### src/rtl/attr_ctl_pkg.sv
package attr_ctl_pkg;
   // Port select encoding on the host bus.
   typedef enum logic [1:0] {
      PORT_SHARED = 2'd0,
      PORT_RDATA  = 2'd1,
      PORT_FFCLR  = 2'd2,
      PORT_SPARE  = 2'd3
   } port_e;
endpackage

### src/rtl/attr_phase_ff.sv
// Index/data phase bit: toggles on each shared-port write, cleared by a clear-port read.
module attr_phase_ff (
   input  logic clk,
   input  logic rst_n,
   input  logic wr_shared,
   input  logic clr_rd,
   output logic phase_data
);
   always_ff @(posedge clk) begin
      if (!rst_n)
         phase_data <= 1'b0;
      else if (clr_rd)
         phase_data <= 1'b0;
      else if (wr_shared)
         phase_data <= ~phase_data;
   end
endmodule

### src/rtl/attr_index_reg.sv
// Holds the selected register index and the video-enable bit.
module attr_index_reg #(
   parameter int DATA_W  = 8,
   parameter int IDX_W   = 5,
   parameter int VEN_BIT = 5
) (
   input  logic              clk,
   input  logic              rst_n,
   input  logic              load,
   input  logic [DATA_W-1:0] wdata,
   output logic [IDX_W-1:0]  idx,
   output logic              ven
);
   always_ff @(posedge clk) begin
      if (!rst_n) begin
         idx <= '0;
         ven <= 1'b0;
      end else if (load) begin
         idx <= wdata[IDX_W-1:0];
         ven <= wdata[VEN_BIT];
      end
   end
endmodule

### src/rtl/attr_regfile.sv
// NUM_REGS byte registers, one write decoder each.
module attr_regfile #(
   parameter int DATA_W   = 8,
   parameter int IDX_W    = 5,
   parameter int NUM_REGS = 21,
   localparam int REGS_W  = NUM_REGS * DATA_W
) (
   input  logic              clk,
   input  logic              rst_n,
   input  logic              we,
   input  logic [IDX_W-1:0]  idx,
   input  logic [DATA_W-1:0] wdata,
   output logic [REGS_W-1:0] regs_flat
);
   for (genvar g = 0; g < NUM_REGS; g++) begin : g_reg
      logic [DATA_W-1:0] q;
      logic              hit;
      assign hit = we && (idx == IDX_W'(g));
      always_ff @(posedge clk) begin
         if (!rst_n)
            q <= '0;
         else if (hit)
            q <= wdata;
      end
      assign regs_flat[g*DATA_W +: DATA_W] = q;
   end
endmodule

### src/rtl/attr_read_mux.sv
// Combinational read-back path for the three readable ports.
module attr_read_mux
   import attr_ctl_pkg::*;
#(
   parameter int DATA_W   = 8,
   parameter int IDX_W    = 5,
   parameter int VEN_BIT  = 5,
   parameter int NUM_REGS = 21,
   localparam int REGS_W  = NUM_REGS * DATA_W
) (
   input  logic              rd_en,
   input  logic [1:0]        port,
   input  logic [IDX_W-1:0]  idx,
   input  logic              ven,
   input  logic [REGS_W-1:0] regs_flat,
   output logic [DATA_W-1:0] rdata
);
   logic [DATA_W-1:0] index_byte;
   logic [DATA_W-1:0] reg_sel;

   always_comb begin
      index_byte              = '0;
      index_byte[IDX_W-1:0]   = idx;
      index_byte[VEN_BIT]     = ven;
   end

   // Out-of-range indices match no entry and leave reg_sel at zero.
   always_comb begin
      reg_sel = '0;
      for (int k = 0; k < NUM_REGS; k++) begin
         if (idx == IDX_W'(k))
            reg_sel = regs_flat[k*DATA_W +: DATA_W];
      end
   end

   always_comb begin
      rdata = '0;
      if (rd_en) begin
         if (port == PORT_SHARED)
            rdata = index_byte;
         else if (port == PORT_RDATA)
            rdata = reg_sel;
      end
   end
endmodule

### src/rtl/attr_ctl_port.sv
module attr_ctl_port
   import attr_ctl_pkg::*;
#(
   parameter int DATA_W     = 8,
   parameter int IDX_W      = 5,
   parameter int VEN_BIT    = 5,
   parameter int NUM_REGS   = 21,
   parameter int MODE_IDX   = 16,
   parameter int BORDER_IDX = 17,
   localparam int REGS_W    = NUM_REGS * DATA_W
) (
   input  logic              clk,
   input  logic              rst_n,
   input  logic [1:0]        bus_port,
   input  logic              bus_wr,
   input  logic              bus_rd,
   input  logic [DATA_W-1:0] bus_wdata,
   output logic [DATA_W-1:0] bus_rdata,
   output logic              video_en,
   output logic [DATA_W-1:0] mode_ctrl,
   output logic [DATA_W-1:0] border_color,
   output logic [REGS_W-1:0] regs_flat
);
   // Elaboration-time parameter checks.
   if (VEN_BIT < IDX_W || VEN_BIT >= DATA_W) begin : g_bad_ven
      $error("enable bit must sit above the index field inside the byte");
   end
   if (NUM_REGS < 1 || NUM_REGS > (1 << IDX_W)) begin : g_bad_regs
      $error("register count does not fit the index field");
   end
   if (MODE_IDX >= NUM_REGS || BORDER_IDX >= NUM_REGS) begin : g_bad_taps
      $error("tapped register index outside the register file");
   end

   logic             phase_data;
   logic [IDX_W-1:0] idx_q;
   logic             wr_shared;
   logic             rd_eff;
   logic             clr_rd;

   // A write in the same cycle suppresses every read side effect.
   assign wr_shared = bus_wr && (bus_port == PORT_SHARED);
   assign rd_eff    = bus_rd && !bus_wr;
   assign clr_rd    = rd_eff && (bus_port == PORT_FFCLR);

   attr_phase_ff u_phase (
      .clk        (clk),
      .rst_n      (rst_n),
      .wr_shared  (wr_shared),
      .clr_rd     (clr_rd),
      .phase_data (phase_data)
   );

   attr_index_reg #(.DATA_W(DATA_W), .IDX_W(IDX_W), .VEN_BIT(VEN_BIT)) u_index (
      .clk   (clk),
      .rst_n (rst_n),
      .load  (wr_shared && !phase_data),
      .wdata (bus_wdata),
      .idx   (idx_q),
      .ven   (video_en)
   );

   attr_regfile #(.DATA_W(DATA_W), .IDX_W(IDX_W), .NUM_REGS(NUM_REGS)) u_regs (
      .clk       (clk),
      .rst_n     (rst_n),
      .we        (wr_shared && phase_data),
      .idx       (idx_q),
      .wdata     (bus_wdata),
      .regs_flat (regs_flat)
   );

   attr_read_mux #(.DATA_W(DATA_W), .IDX_W(IDX_W), .VEN_BIT(VEN_BIT),
                   .NUM_REGS(NUM_REGS)) u_rmux (
      .rd_en     (rd_eff),
      .port      (bus_port),
      .idx       (idx_q),
      .ven       (video_en),
      .regs_flat (regs_flat),
      .rdata     (bus_rdata)
   );

   assign mode_ctrl    = regs_flat[MODE_IDX*DATA_W +: DATA_W];
   assign border_color = regs_flat[BORDER_IDX*DATA_W +: DATA_W];
endmodule

### config.mk
export PLATFORM = sky130hd
export DESIGN_NAME = attr_ctl_port
export DESIGN_NICKNAME = d
export VERILOG_FILES = /design/src/rtl/attr_ctl_pkg.sv /design/src/rtl/attr_phase_ff.sv /design/src/rtl/attr_index_reg.sv /design/src/rtl/attr_regfile.sv /design/src/rtl/attr_read_mux.sv /design/src/rtl/attr_ctl_port.sv
export SDC_FILE = /design/constraint.sdc
export NUM_CORES = 1
export LEC_CHECK = 0
export BUFFER_PORTS_ARGS = -buffer_cell sky130_fd_sc_hd__buf_2
export CORE_MARGIN = 2
export CORE_UTILIZATION = 50
export CTS_BUF_LIST = sky130_fd_sc_hd__clkbuf_4 sky130_fd_sc_hd__clkbuf_8
export DETAILED_ROUTE_END_ITERATION = 10
export PLACE_DENSITY_LB_ADDON = 0.25
export SYNTH_ARGS = -nofsm -noshare
export SYNTH_HDL_FRONTEND = slang
export SYNTH_HIERARCHICAL = 1
export SYNTH_SLANG_ARGS = --single-unit
### constraint.sdc
create_clock -name clk -period 1.59 [get_ports clk]
set_input_delay 0.0795 -clock clk [delete_from_list [all_inputs] [get_ports clk]]
set_output_delay 0.0795 -clock clk [all_outputs]
set_load 0.02 [all_outputs]
* Word-level counts from Yosys, hierarchy flattened
Cells that the tools add are included.
Operators by class: bitwise operators 2, add/sub/neg operators 0, muxes and demuxes 24, div/mod/pow operators 0, equality and inequality tests 22, reductions and logical operators 31, shift-type cells 0, multipliers 0, order comparisons 0
Operators by type and width (number):
- $mux 8 | 24
- $eq 5x4->1 const B | 8
- $logic_and 1x1->1 | 26
- $eq 5x5->1 const B | 5
- $eq 5x3->1 const B | 4
- $eq 5x2->1 const B | 2
- $eq 5x1->1 const B | 1
- $logic_not 5->1 | 1
- $eq 2x1->1 const B | 1
- $eq 2x2->1 const B | 1
- $logic_not 1->1 | 2
- $logic_not 2->1 | 1
- $not 1->1 | 2
- $reduce_or 2->1 | 1
Storage, ports and cells: memory bits (writable) 0, word-level logic and storage cells 103, memory bits (read-only) 0, memories 0, flip-flop bits (word level) 175, output and inout port bits 193, latch bits 0

* Longest topological paths before layout
word-level depth 25, depth in mapped cells 9, depth with buffers taken out 7

* Hierarchy
The synthesis kept the hierarchy.
Modules (own cells, without submodules):
- attr_regfile | area an instance 6108.4 sq um, cells each 589, times used 1
- attr_read_mux | area an instance 2060.7 sq um, cells each 308, times used 1
- attr_index_reg | area an instance 229.0 sq um, cells each 19, times used 1
- attr_ctl_port | area an instance 173.9 sq um, cells each 21, times used 1
- attr_phase_ff | area an instance 41.3 sq um, cells each 3, times used 1

* Worst setup path after synthesis
Ideal clock, no wire load.
path type reg-to-output, from reg u_index.idx[4], to out bus_rdata[3], buffers on the path 3, cell stages (with the launch flop) 9, arrival time 1.889 ns, setup slack -0.379 ns, cells stage by stage dfxtp_1 -> buf_4 -> nor3b_2 -> buf_4 -> buf_4 -> o221ai_1 -> a32oi_1 -> a211oi_1 -> o211ai_1
Between the ends: longest elaborated chain between the ends 25
Ends and longest elaborated chain:
- from (decl) | line attr_index_reg.sv:11 | output logic [IDX_W-1:0] idx,
- from (signal assigned) | line attr_index_reg.sv:19 | idx <= wdata[IDX_W-1:0];
- $logic_not 5->1 | line attr_read_mux.sv:31 | if (idx == IDX_W'(k))
- $mux 8 (20 in a row) | line attr_read_mux.sv:31
- $mux 8 (*) | line attr_read_mux.sv:31
- $mux 8 (*) | line attr_read_mux.sv:41 | else if (port == PORT_RDATA)
- $mux 8 (*) | line attr_read_mux.sv:39 | if (port == PORT_SHARED)
- $mux 8 (*) | line attr_read_mux.sv:38 | if (rd_en) begin
- to (decl) | line attr_ctl_port.sv:18 | output logic [DATA_W-1:0] bus_rdata,
Every way passes the cells marked *; elsewhere a longest branch is shown, timed or not.

* Worst setup path in the final report
from reg u_index.idx[0], to out bus_rdata[7]
Same word-level chain as after synthesis.

==> impl_metrics.py <==
metrics = {
    "outcome": {
        "status": "finished, violations left",
        "violations": "setup timing",
    },
    "cts": {
        "clk_pin_slew_ns": 0.10,
        "root_buffer": "clkbuf_8",
        "cts_tree": "done",
        "h-tree-depth": 4,
        "clock_latency_ns": 0.47,
        "numCtsBuffers": 17,
        "clock-sinks": 175,
        "clockBufferDepth": 2,
    },
    "worst_hold_path": {
        "hp-class": "input pin to register",
    },
    "routing": {
        "ant_nets": 0,
        "routed_wl_mm": 34.08,
        "viasPerCell": 5.891,
        "drc": 0,
        "wl_per_cell_um": 22.03,
        "vias": 9113,
        "dr.pass1.iters": 5,
        "drt_first_iter_violations": 919,
    },
    "grt": {
        "grt_max_degree": 77,
        "grt_antenna_before_repair": 0,
        "grt_pass1_vias": 8576,
        "track_usage": 0.3640,
        "grt_pass1_wl_mm": 50.63,
        "grt_remaining_overflow": 0,
    },
    "final_layout": {
        "stdcell_area_mm2": 0.01268,
        "layout_common_cells": "buf_2 (197), nand2_1 (197), buf_4 (190), mux2i_1 (184), dfxtp_1 (169)",
        "diodes": 0,
        "drive_gt1_frac": 0.4506,
        "syn_to_final_growth_pct": 47.17,
        "nets": 1328,
    },
    "critical_path": {
        "worstPathArrival_ns": 2.43,
        "worst_ep_required_time_ns": 1.51,
        "cp_common_cell": "buf_4",
        "critPathMaxStageDelay_ns": 0.50,
        "crit_chain": "buf_12, mux4_2, nand2_2, o21ai_1, a21oi_1, buf_4, o31ai_4, buf_4",
        "crit_path_end_kind": "output port",
        "critical-path-top-delay-family": "buffers and inverters",
        "cp-start-kind": "register",
        "path_class": "register to output port",
        "path_max_fanout": 9,
        "slowest_stage": "mux4_2",
        "path_buf_inv": 3,
    },
    "sta": {
        "drv_slew": 0,
        "finClkSkew_ns": 0.009306,
        "maxSlewHeadroom": 0.6978,
        "period_share": 1.577,
        "hold_violations": 0,
        "setup_ws_ns": -0.9173,
        "period_minus_slack_ns": 2.507,
        "setup_viol": 82,
        "worst_pin_slew_ns": 0.4517,
        "rsz0062_at_grt": "yes",
        "fmax_mhz": 398.8,
    },
    "power": {
        "power_uw": 8593,
        "vdd_drop_max_mv": 0.5006,
        "p_leak_uw": 0.006133,
        "power_density_mw_per_mm2": 677.9,
    },
    "floorplan": {
        "die_h_um": 135.3,
        "fp.dieW_um": 135.3,
        "ios": 207,
        "die_area_mm2": 0.01829,
        "rows": 47,
        "start_util": 0.5157,
        "core_area_mm2": 0.01670,
    },
    "placement": {
        "placed_cell_area_mm2": 0.01129,
        "dp_hpwl_mm": 23.73,
        "io_buffers": 206,
        "gp_congestion": 1.003,
    },
    "synthesis": {
        "avgSynthCellArea_um2": 9.163,
        "ys_ff_latch": 175,
        "yosys.cell_types.count": 64,
        "synth_nets": 954,
        "syn_area_mm2": 0.008613,
        "yosys_warnings": 6,
        "syn_inst": 940,
        "async_reset_ff_frac": 0,
        "synthFlopType": "dfxtp_1",
        "yosysSeqAreaShare": 0.4067,
        "synth_edf_count": 0,
    },
    "flow_run": {
        "maxCapViolCount": 0,
    },
}
-- state kept, by name (all words and copies together), names as in the netlist --
name	cells
u_index/idx	5
u_index/ven	1
u_phase/phase_data	1
u_regs/g.q	168
-- final timing paths --
check                          endpoint  cells past startpoint             startpoint  slack, ns
setup reg to reg  u_regs/g_reg[12].q[2]                      6         u_index/idx[4]      -0.29
setup / recovery           bus_rdata[7]                      8         u_index/idx[0]      -0.92
hold reg to reg   u_regs/g_reg[14].q[6]                      2  u_regs/g_reg[14].q[6]       0.48
hold / removal     u_regs/g_reg[3].q[0]                      3                  rst_n       0.03
-- metrics by stage --
| stage | hold slack (ns) | std cells | setup WS [ns] | setup TNS, ns | utilization |
|---|---|---|---|---|---|
| after global routing | 0.02418 | 1547 | -0.9969 | -21.75 | 0.7590 |
| after global placement | 0.3556 | 1484 | -0.5556 | -17.75 | 0.6758 |
| final | 0.03312 | 1547 | -0.9173 | -15.98 | 0.7590 |
| after CTS | 0.0001956 | 1543 | -0.9141 | -14.53 | 0.7476 |
| after detailed placement | 0.3660 | 1484 | -0.5328 | -20.08 | 0.6758 |
| after floorplan | 0.2063 | 940 | -0.1686 | -0.6372 | - |
-- final cells by class --
class,instances,area (µm²)
multi-input combinational,665,5130
clock inverter,14,180.2
sequential,175,3523
fill,1214,4025
tap,220,275.3
clock buffer,18,241.5
timing repair buffer,452,3307
inverter,3,18.77
-- cell usage after synthesis, types with 7 or more instances --
master	count	share of area
mux2i_1	185	0.21
dfxtp_1	175	0.41
nand3_1	9	0.0052
buf_2	28	0.016
o221ai_1	9	0.0092
buf_4	21	0.018
mux2_2	7	0.0092
o211ai_1	10	0.0087
nand2b_1	7	0.0051
o22ai_1	10	0.0073
a21oi_1	42	0.024
clkbuf_1	43	0.019
nor2_1	24	0.010
o21ai_0	21	0.012
nand2_1	206	0.090
a22oi_1	8	0.0070
nor2b_1	21	0.015
-- worst register-to-register path: stages, from the launching register on --
cell	delay, ns
dfxtp_4	0.40
buf_6	0.15
buf_6	0.13
nand4b_1	0.27
buf_4	0.21
or3_4	0.43
mux2i_1	0.16
-- power breakdown --
group	switching [µW]	leakage, µW	total [µW]	internal [µW]
clock network	1760	0.000214	3360	1600
registers	18.4	0.00141	4400	4380
logic	491	0.00451	832	341
total	2270	0.00613	8590	6330
-- routing by layer --
layer  wire length (µm)  vias up  GRT usage
li1                   -     4058          -
met1              14470     4431     0.5062
met2              15580      540     0.5764
met3               2863       84    0.05986
met4               1161        0     0.1238
met5                  0        -          0
-- logic make-up after synthesis --
group / after synthesis / share of synthesized area
AOI/OAI and AO/OA: 149 / 0.1161
xor gates and xnor gates: 1 / 0.001017
buffers and inverters: 100 / 0.06115
DFF: 175 / 0.4067
muxes: 198 / 0.2398
and+or+nand+nor: 317 / 0.1752
-- timing repair --
| item | in CTS | in global routing |
|---|---|---|
| cloned | 3 | 1 |
| setup buffers | 22 | 11 |
| hold endpoints to repair | 7 | 0 |
| hold buffers | 7 | 0 |
| gates resized for setup | 136 | 40 |
| setup endpoints to repair | 165 | 164 |
| pin swaps | 32 | 28 |
No activity file was read; power rests on OpenSTA's default activity.
